File: src/rtl/qtd_pkg.sv
package qtd_pkg;
  localparam int NUM_CH    = 4;
  localparam int ADDR_W    = 4;
  localparam int NUM_STEPS = (1 << ADDR_W) - 1;

  typedef struct packed {
    logic              en;
    logic [ADDR_W-1:0] addr;
  } ch_cfg_t;
endpackage

File: src/rtl/qtd_cfg_bank.sv
module qtd_cfg_bank
  import qtd_pkg::*;
(
  input  logic                     clk,
  input  logic                     rst,
  input  logic                     load,
  input  logic [NUM_CH*ADDR_W-1:0] addr_bus,
  input  logic [NUM_CH-1:0]        en_bus,
  output ch_cfg_t [NUM_CH-1:0]     cfg_q
);
  // Per-channel setting registers; reset has priority over a load.
  for (genvar c = 0; c < NUM_CH; c++) begin : g_ch
    always_ff @(posedge clk) begin
      if (rst) begin
        cfg_q[c] <= '0;
      end else if (load) begin
        cfg_q[c].addr <= addr_bus[c*ADDR_W +: ADDR_W];
        cfg_q[c].en   <= en_bus[c];
      end
    end
  end
endmodule

File: src/rtl/qtd_lag_stage.sv
module qtd_lag_stage #(
  parameter int LAG = 2
) (
  input  logic clk,
  input  logic rst,
  input  logic d,
  output logic q
);
  // Fixed inherent latency; zero makes the stage a wire.
  if (LAG == 0) begin : g_wire
    assign q = d;
  end else if (LAG == 1) begin : g_one
    logic r;
    always_ff @(posedge clk) begin
      if (rst) r <= 1'b0;
      else     r <= d;
    end
    assign q = r;
  end else begin : g_multi
    logic [LAG-1:0] r;
    always_ff @(posedge clk) begin
      if (rst) r <= '0;
      else     r <= {r[LAG-2:0], d};
    end
    assign q = r[LAG-1];
  end
endmodule

File: src/rtl/qtd_tap_line.sv
module qtd_tap_line
  import qtd_pkg::*;
#(
  parameter int STEP_CYCLES = 3
) (
  input  logic    clk,
  input  logic    rst,
  input  logic    d,
  input  ch_cfg_t cfg,
  output logic    q,
  output logic    oe
);
  localparam int CHAIN_LEN = NUM_STEPS * STEP_CYCLES;

  logic [CHAIN_LEN:1] sr;
  logic [NUM_STEPS:0] taps;
  logic               pick;

  always_ff @(posedge clk) begin
    if (rst) sr <= '0;
    else     sr <= {sr[CHAIN_LEN-1:1], d};
  end

  // Tap 0 is the line input; tap t sits at the end of segment t.
  assign taps[0] = d;
  for (genvar t = 1; t <= NUM_STEPS; t++) begin : g_tap
    assign taps[t] = sr[t*STEP_CYCLES];
  end

  assign pick = taps[cfg.addr];

  always_ff @(posedge clk) begin
    if (rst) begin
      q  <= 1'b0;
      oe <= 1'b0;
    end else begin
      q  <= cfg.en & pick;
      oe <= cfg.en;
    end
  end
endmodule

File: src/rtl/quad_tap_delay.sv
module quad_tap_delay
  import qtd_pkg::*;
#(
  parameter int BASE_CYCLES = 2,
  parameter int STEP_CYCLES = 3
) (
  input  logic                     clk,
  input  logic                     rst,
  input  logic [NUM_CH-1:0]        din,
  input  logic                     cfg_load,
  input  logic [NUM_CH*ADDR_W-1:0] cfg_addr,
  input  logic [NUM_CH-1:0]        cfg_en,
  output logic [NUM_CH-1:0]        dout,
  output logic [NUM_CH-1:0]        dout_oe
);
  ch_cfg_t [NUM_CH-1:0] cfg_q;

  qtd_cfg_bank i_cfg (
    .clk      (clk),
    .rst      (rst),
    .load     (cfg_load),
    .addr_bus (cfg_addr),
    .en_bus   (cfg_en),
    .cfg_q    (cfg_q)
  );

  for (genvar c = 0; c < NUM_CH; c++) begin : g_line
    logic lagged;

    qtd_lag_stage #(.LAG(BASE_CYCLES)) i_lag (
      .clk (clk),
      .rst (rst),
      .d   (din[c]),
      .q   (lagged)
    );

    qtd_tap_line #(.STEP_CYCLES(STEP_CYCLES)) i_tap (
      .clk (clk),
      .rst (rst),
      .d   (lagged),
      .cfg (cfg_q[c]),
      .q   (dout[c]),
      .oe  (dout_oe[c])
    );
  end
endmodule

File: config.mk
export PLATFORM = sky130hd
export DESIGN_NAME = quad_tap_delay
export DESIGN_NICKNAME = d
export VERILOG_FILES = /design/src/rtl/qtd_pkg.sv /design/src/rtl/qtd_cfg_bank.sv /design/src/rtl/qtd_lag_stage.sv /design/src/rtl/qtd_tap_line.sv /design/src/rtl/quad_tap_delay.sv
export SDC_FILE = /design/constraint.sdc
export NUM_CORES = 1
export LEC_CHECK = 0
export ABC_CLOCK_PERIOD_IN_PS = 3250
export BUFFER_PORTS_ARGS = -buffer_cell sky130_fd_sc_hd__buf_2
export CAP_MARGIN = 20
export CELL_PAD_IN_SITES_DETAIL_PLACEMENT = 0
export CELL_PAD_IN_SITES_GLOBAL_PLACEMENT = 1
export CORE_MARGIN = 10
export CORE_UTILIZATION = 35
export DETAILED_ROUTE_END_ITERATION = 12
export PLACE_DENSITY_LB_ADDON = 0.2
export SYNTH_ARGS = -nofsm -noshare
export SYNTH_HDL_FRONTEND = slang
export SYNTH_HIERARCHICAL = 1
export SYNTH_SLANG_ARGS = --single-unit
File: constraint.sdc
create_clock -name clk -period 3.25 [get_ports clk]
set_clock_uncertainty 0.15 [all_clocks]
set_input_delay 0.65 -clock clk [delete_from_list [all_inputs] [get_ports clk]]
set_output_delay 0.65 -clock clk [all_outputs]
set_load 0.03 [all_outputs]
## Word level (Yosys, flattened, before mapping)

Cells that the tools add are included.

| cells by class | value |
|---|---|
| bitwise operators | 4 |
| muxes and demuxes | 8 |
| magnitude comparators | 4 |

Operator list:

| operator | count |
|---|---|
| less-than comparator 4 x 5 -> 1 bit, second input constant | 4 |
| binary-select mux 1 bit (select 4 bit) | 4 |
| AND 1 bit | 4 |
| 2-to-1 mux 1 bit | 4 |

| storage, ports and cells | value |
|---|---|
| output and inout bits | 8 |
| logic and storage cells | 40 |
| flip-flop bits (word level) | 216 |
| input port bits | 27 |

## Depth between registers and ports, before layout

Gate-level depths: netlist of the first run.

| logic depth | value |
|---|---|
| depth in word-level cells | 3 |
| gate-level depth with buffers | 5 |
| gate-level depth less buffers | 4 |

## By module

The synthesis of the first run kept the hierarchy.

By module, submodules not included:

| module | instances | cells an instance | sequential area each (um^2) | area each (um^2) |
|---|---|---|---|---|
| qtd_tap_line | 4 | 112 | 940.9 | 1398.8 |
| qtd_cfg_bank | 1 | 64 | 400.4 | 705.7 |
| qtd_lag_stage | 4 | 4 | 40.0 | 52.6 |

## Worst setup path after synthesis of the first run

No wires, ideal clock.

| path | value |
|---|---|
| path kind | reg-to-reg |
| from | register i_cfg/cfg_q[0] (netlist name) |
| to | register g_line[0].i_tap.q |
| clock period less this slack | 1519 ps |
| arrival time | 1246 ps |
| setup slack | 1731 ps |
| cell stages (with the launch flop) | 5 |
| library setup time | 123 ps |
| data required time | 2977 ps |
| path buffers | 1 |
| path through | dfxtp_1 > buf_6 > mux4_1 > o2111ai_1 > a21boi_2 |

| between the ends | value |
|---|---|
| longest elaborated chain between the ends | 3 |

RTL lines:

| item | line | source |
|---|---|---|
| binary-select mux 1 bit (select 4 bit) | qtd_tap_line.sv:30 | `assign pick = taps[cfg.addr];` |
| 2-to-1 mux 1 bit (implied by the code) | qtd_tap_line.sv:30 |  |
| AND 1 bit | qtd_tap_line.sv:37 | `q <= cfg.en & pick;` |
| end signal, assigned | qtd_tap_line.sv:37 |  |
| end, declared | qtd_tap_line.sv:10 | `output logic q,` |

Every way passes these cells. The select of a mux whose other input is x is not followed.
A chain may end at the register's enable or synchronous reset.

## Worst setup path after layout of the first run

| path | value |
|---|---|
| from | register g_line[1].i_tap.q |
| to | output port dout[1] |

RTL lines:

| item | line | source |
|---|---|---|
| start, declared | qtd_tap_line.sv:10 |  |
| start signal, assigned | qtd_tap_line.sv:37 |  |
| end, declared | quad_tap_delay.sv:13 | `output logic [NUM_CH-1:0] dout,` |

No word-level cell between the ends.

==> impl_metrics.env, run 1 <==
export IMPL_status="completed"
export IMPL_worstSetupPathType="reg2out"
export IMPL_worstReg2RegStart="i_cfg/cfg_q[15]"
export IMPL_synth_area_leaders="dfxtp_1, nor2b_1, mux2i_1"
export IMPL_postCtsSetupBuffers=0
export IMPL_drive_gt1_frac=0.147
export IMPL_wl_per_cell_um=12.9
export IMPL_clk_pin_slew_ps=60
export IMPL_final_cell_mix="dfxtp_1, nor2b_1, buf_2, mux2i_1, clkbuf_16"
export IMPL_fin_tns_setup_ps=0
export IMPL_cp_max_fo=1
export IMPL_die_y_um=156
export IMPL_cts_root_buf="clkbuf_16"
export IMPL_clkPwrFrac=0.475
export IMPL_finalSetupViolations=0
export IMPL_cp_num_buf_inv=1
export IMPL_r2r_end="g_line[3].i_tap/q"
export IMPL_synth_fa_ha_area_frac=0
export IMPL_multi_input_area_um2=2040
export IMPL_floorplan_initialDensity=0.359
export IMPL_endpoint_kind="output port"
export IMPL_ctsResizeCount=0
export IMPL_regArea_um2=4320
export IMPL_crit_chain="buf_2"
export IMPL_synth_compound_area_share=0.0223
export IMPL_drt_total_wl_um=10500
export IMPL_synthSimpleGateAreaFrac=0.204
export IMPL_dieArea_um2=24500
export IMPL_yosys_area_top_type_share=0.664
export IMPL_vdd_drop_max_uv=373
export IMPL_ys_ff_latch=216
export IMPL_track_usage=0.0875
export IMPL_cts_inserted_buffers=23
export IMPL_rsz0062_at_grt="no"
export IMPL_dr_wl_met3_um=447
export IMPL_fin_area_um2=7660
export IMPL_switching_power_w=0.00108
export IMPL_cts_sinks=216
export IMPL_synth_top_family_by_area="simple AND/OR/NAND/NOR gates"
export IMPL_drt_first_pass_iters=4
export IMPL_p_int_w=0.00432
export IMPL_power_leakage_nw=3.03
export IMPL_clock_latency_ps=500
export IMPL_tightestPinTransition_ps=677
export IMPL_synthToLayoutAreaGrowth_pct=17.6
export IMPL_antenna_found_initial=0
export IMPL_drt_met1_wl_um=5290
export IMPL_worst_path_max_delay_cell="dfxtp_1"
export IMPL_wl_met2_um=4530
export IMPL_synthesis_area_um2=6510
export IMPL_relSlewSlack=0.548
export IMPL_dp_hpwl_um=6360
export IMPL_syn_area_per_cell_um2=12.3
export IMPL_fin_crit_sh=0.555
export IMPL_fmax_mhz=554
export IMPL_cp_start_kind="register"
export IMPL_finalCriticalPeriod_ps=1800
export IMPL_hp_class="in2reg"
export IMPL_clockBufferDepth=3
export IMPL_die_w_um=156
export IMPL_grt_pass1_vias=3526
export IMPL_required_ps=2450
export IMPL_drv_slew=0
export IMPL_seq_power_share=0.500
export IMPL_max_cap_viol_count=0
export IMPL_vias=3418
export IMPL_drc=0
export IMPL_row_count=49
export IMPL_whs_path_depth=2
export IMPL_ys_warn_count=6
export IMPL_cts_tree="built"
export IMPL_core_area_um2=18100
export IMPL_crit_family="flip-flops"
export IMPL_grt_max_degree=89
export IMPL_hold_violations=0
export IMPL_hold_start="din[3]"
export IMPL_synth_largest_area_cell="dfxtp_1"
export IMPL_grt_pass1_wl_um=17900
export IMPL_cts_htree_levels=1
export IMPL_syn_nets=555
export IMPL_power_density_nw_per_um2=705
export IMPL_muxShareOfSynthArea=0.0861
export IMPL_critPathArrivalTime_ps=1000
export IMPL_place_area_um2=6890
export IMPL_rrSetupSlack_ps=1460
export IMPL_postCtsHoldBufs=0
export IMPL_numPortBuffers=34
export IMPL_top_level_ports=35
export IMPL_p_comb_frac=0.024
export IMPL_drt_iter0_drc=192
export IMPL_final_common_cell="dfxtp_1"
export IMPL_hold_end="g_line[3].i_lag/g_multi.r[0]"
export IMPL_max_stage_delay_ps=320
export IMPL_rr_worst_depth=3
export IMPL_synth_seq_area_share=0.664
export IMPL_fin_total_pwr_w=0.00540
export IMPL_diodes=0
export IMPL_via_per_inst=4.20
export IMPL_overflow=0
export IMPL_top_layer="met4"
export IMPL_p_sw_frac=0.200
export IMPL_synth_xor_area_share=0
export IMPL_place_gp_congestion=0.697
export IMPL_fillers=1715
export IMPL_detail_route_antenna_nets=0
export IMPL_fin_nets=595
export IMPL_synthCells=528
export IMPL_ys_types=16
==> metrics by stage <==
step	setup slack [ps]	hold WS [ps]	std cells	util
2_1_floorplan	1730	264	528	-
3_3_place_gp	1390	265	772	0.380
3_5_place_dp	1350	272	772	0.380
4_1_cts	1410	184	813	0.422
5_1_grt	1360	211	813	0.422
6_report	1450	211	813	0.422
==> flip-flops by register name, summed over array words and instances, names as in the netlist <==
register,cells
g_line.i_tap/oe,4
g_line.i_tap/q,4
g_line.i_tap/sr,180
g_line.i_lag/g_multi.r,8
i_cfg/cfg_q,20
==> Yosys cell counts, drive strengths merged <==
library cell  count
o2111ai           4
a21boi            4
nand2             4
mux2i            32
o22ai             4
dfxtp           216
nand3             8
mux4              8
mux2              4
buf               6
inv               4
nor2             20
clkbuf           18
a311o             4
nor2b           192
==> worst max path at each step <==
stage	start	end	slack (ps)	depth (start not counted)
after global placement	rst	g_line[0].i_tap/sr[38]	1390	3
after floorplan	i_cfg/cfg_q[0]	g_line[0].i_tap/q	1730	4
after detailed placement	rst	g_line[2].i_tap/sr[31]	1350	3
after CTS	g_line[1].i_tap/q	dout[1]	1410	1
after global routing	i_cfg/cfg_q[15]	g_line[3].i_tap/q	1360	3
final	g_line[1].i_tap/q	dout[1]	1450	1
==> cells by family (layout without fill, tap and decap cells) <==
family	Yosys count	count (layout)
compound gates	16	16
buf+inv	28	84
mux	44	44
flops	216	216
simple gates	224	224
==> power by group through the flow <==
| stage | clock network (W) | registers [W] | logic, W |
|---|---|---|---|
| 4_1_cts | 0.00265 | 0.00270 | 0.000135 |
| 5_1_grt | 0.00276 | 0.00270 | 0.000147 |
| 6_report | 0.00257 | 0.00270 | 0.000131 |
| 2_1_floorplan | 0 | 0.00275 | 0.0000953 |
| 3_5_place_dp | 0 | 0.00276 | 0.000135 |
| 3_3_place_gp | 0 | 0.00276 | 0.000133 |
==> metal layers <==
layer / vias up / track usage
met5: - / 0
met4: 0 / 0.0351
met3: 20 / 0.0228
met2: 40 / 0.132
met1: 1582 / 0.117
li1: 1776 / -
==> worst register-to-register path: cells and delay by family (launching register included) <==
family,cells,cell delay [ps]
mux,1,640
compound gates,2,320
flops,1,570
==> final cells by class <==
class / count / area share
flip-flops and latches: 216 / 0.565
multi-input cells: 284 / 0.266
clock buffers: 38 / 0.0943
well taps: 229 / 0.0374
repair buffers: 39 / 0.0296
clock inverters: 3 / 0.00605
inverters: 4 / 0.00196
No activity file was read; power rests on OpenSTA's default activity.
==> run 2, diff against run 1 <==
--- a/config.mk
+++ b/config.mk
@@ -5,7 +5,8 @@
 export SDC_FILE = /design/constraint.sdc
 export NUM_CORES = 1
 export LEC_CHECK = 0
-export ABC_CLOCK_PERIOD_IN_PS = 3250
+export ABC_AREA = 1
+export ABC_CLOCK_PERIOD_IN_PS = 1700
 export BUFFER_PORTS_ARGS = -buffer_cell sky130_fd_sc_hd__buf_2
 export CAP_MARGIN = 20
 export CELL_PAD_IN_SITES_DETAIL_PLACEMENT = 0
==> constraint.sdc (replaced) <==
create_clock -name clk -period 1.7 [get_ports clk]
set_clock_uncertainty 0.15 [all_clocks]
set_input_delay 0.34 -clock clk [delete_from_list [all_inputs] [get_ports clk]]
set_output_delay 0.34 -clock clk [all_outputs]
set_load 0.03 [all_outputs]
==> run 2 against run 1 <==
Clock power is 92% higher. First-iteration DRC count is 30% lower. Critical path depth stayed put. Power is 96% higher. Combinational power grew to 3.5 times the previous value. Largest cell class unchanged.
==> impl_metrics.env, run 2 <==
export IMPL_fin_area_um2=8540
export IMPL_drt_total_wl_um=12000
export IMPL_overflow=0
export IMPL_die_y_um=163
export IMPL_drt_first_pass_iters=4
export IMPL_max_stage_delay_ps=330
export IMPL_die_w_um=163
export IMPL_fmax_mhz=664
export IMPL_ys_flop_type="dfxtp_1"
export IMPL_worst_path_max_delay_cell="dfxtp_1"
export IMPL_p_int_w=0.00834
export IMPL_ctsResizeCount=0
export IMPL_clock_latency_ps=500
export IMPL_cts_tree="built"
export IMPL_ys_ff_latch=216
export IMPL_grt_pass1_vias=4444
export IMPL_ys_warn_count=6
export IMPL_cts_sinks=216
export IMPL_yosys_top_cells_count="nor2_1, dfxtp_1, inv_1, nand2_1, nand3_1"
export IMPL_drt_met1_wl_um=6440
export IMPL_rsz0062_at_grt="no"
export IMPL_detail_route_antenna_nets=0
export IMPL_synthesis_area_um2=7140
export IMPL_largest_register="g_line.i_tap/sr"
export IMPL_fin_nets=963
export IMPL_finalCriticalPeriod_ps=1510
export IMPL_synthToLayoutAreaGrowth_pct=19.6
export IMPL_top_level_ports=35
export IMPL_place_area_um2=7540
export IMPL_cts_root_buf="clkbuf_16"
export IMPL_wl_per_cell_um=9.85
export IMPL_clkPwrFrac=0.467
export IMPL_dieArea_um2=26500
export IMPL_dp_hpwl_um=7710
export IMPL_p_sw_frac=0.211
export IMPL_syn_nets=902
export IMPL_layout_setup_ws_ps=194
export IMPL_grt_pass1_wl_um=21200
export IMPL_hp_class="in2reg"
export IMPL_rrSetupSlack_ps=280
export IMPL_cp_start_kind="register"
export IMPL_vias=4658
export IMPL_tightestPinTransition_ps=488
export IMPL_required_ps=1210
export IMPL_vdd_drop_max_uv=699
export IMPL_hold_violations=0
export IMPL_p_comb_frac=0.043
export IMPL_row_count=52
export IMPL_critPathArrivalTime_ps=1020
export IMPL_synth_most_common_cell="nor2_1"
export IMPL_syn_area_per_cell_um2=8.15
export IMPL_track_usage=0.0939
export IMPL_final_common_cell="nor2_1"
export IMPL_top_layer="met4"
export IMPL_drc=0
export IMPL_grt_max_degree=56
export IMPL_largest_register_ffs=180
export IMPL_synth_enable_flop_cells=0
export IMPL_crit_chain="buf_2"
export IMPL_fin_total_pwr_w=0.0106
export IMPL_power_density_nw_per_um2=1240
export IMPL_cts_inserted_buffers=23
export IMPL_worstSetupPathType="reg2out"
export IMPL_finalSetupViolations=0
export IMPL_fin_tns_setup_ps=0
export IMPL_synth_area_leaders="dfxtp_1, nor2_1, inv_1"
export IMPL_clk_pin_slew_ps=60
export IMPL_max_cap_viol_count=0
export IMPL_crit_family="flip-flops"
export IMPL_ys_types=14
export IMPL_clockBufferDepth=3
export IMPL_synth_async_reset_ratio=0
export IMPL_floorplan_initialDensity=0.354
export IMPL_yosys_area_top_type_share=0.606
export IMPL_final_cell_mix="nor2_1, dfxtp_1, inv_1, nand2_1, nand3_1"
export IMPL_pre_cts_slack_ps=288
export IMPL_synth_largest_area_cell="dfxtp_1"
export IMPL_drv_slew=0
export IMPL_power_leakage_nw=3.67
export IMPL_cp_num_buf_inv=1
export IMPL_seq_power_share=0.490
export IMPL_status="completed"
export IMPL_numPortBuffers=34
export IMPL_synthCells=875
export IMPL_relSlewSlack=0.674
export IMPL_cp_max_fo=1
export IMPL_drive_gt1_frac=0.161
export IMPL_drt_iter0_drc=135
export IMPL_top_regs="g_line.i_tap/sr: 180 flops, i_cfg/cfg_q: 20 flops, g_line.i_lag/g_multi.r: 8 flops"
export IMPL_dr_wl_met3_um=504
export IMPL_core_area_um2=20200
export IMPL_synth_seq_area_share=0.606
export IMPL_diodes=0
export IMPL_fin_crit_sh=0.886
export IMPL_via_per_inst=3.81
export IMPL_endpoint_kind="output port"
export IMPL_cts_htree_levels=1
export IMPL_antenna_found_initial=0
export IMPL_wl_met2_um=4800
export IMPL_switching_power_w=0.00223
export IMPL_place_gp_congestion=0.753
-- run 2: path summary, 6_finish.rpt --
path | endpoint | start | cells after the start
worst max-delay path | dout_oe[0] | g_line[0].i_tap/oe | 1
worst min-delay path | g_line[2].i_tap/sr[14] | rst | 2
worst max register to register | g_line[0].i_tap/q | i_cfg/cfg_q[0] | 6
worst min register to register | g_line[2].i_tap/sr[38] | g_line[2].i_tap/sr[37] | 2
-- run 2: cell type report --
type	count	area, µm²
multi-input cells	396	1720
repair buffers	66	499
clock inverters	9	95.1
well taps	270	338
fillers	2123	11600
clock buffers	32	669
inverters	233	895
flip-flops and latches	216	4320
-- run 2: kinds of logic (layout without fill, tap and decap cells) --
| kind of cell | Yosys count | in the layout | synth area share |
|---|---|---|---|
| simple gates | 392 | 392 | 0.236 |
| buf+inv | 263 | 340 | 0.153 |
| flops | 216 | 216 | 0.606 |
| compound gates | 4 | 4 | 0.00491 |
-- run 2: metrics by stage --
stage | instances | util | hold slack, ps
3_5_place_dp | 1158 | 0.374 | 242
4_1_cts | 1222 | 0.423 | 3.17
5_1_grt | 1222 | 0.423 | 10.6
2_1_floorplan | 875 | - | 238
6_report | 1222 | 0.423 | 19.7
3_3_place_gp | 1158 | 0.374 | 239
-- run 2: timing repair --
| item | in CTS | in global routing |
|---|---|---|
| hold buffers | 23 | 0 |
| endpoints found under the hold margin | 23 | 0 |
| setup buffers | 0 | 0 |
-- run 2: power by group through the flow --
stage	logic, W	clock network [W]	registers (W)
after floorplan	0.000330	0	0.00527
after global placement	0.000424	0	0.00529
after detailed placement	0.000422	0	0.00529
after CTS	0.000464	0.00511	0.00518
after global routing	0.000524	0.00531	0.00519
final	0.000453	0.00493	0.00518
-- run 2: layer usage --
metal / vias up / track usage
li1: 2578 / -
met1: 2004 / 0.129
met2: 55 / 0.139
met3: 21 / 0.0255
met4: 0 / 0.0332
met5: - / 0
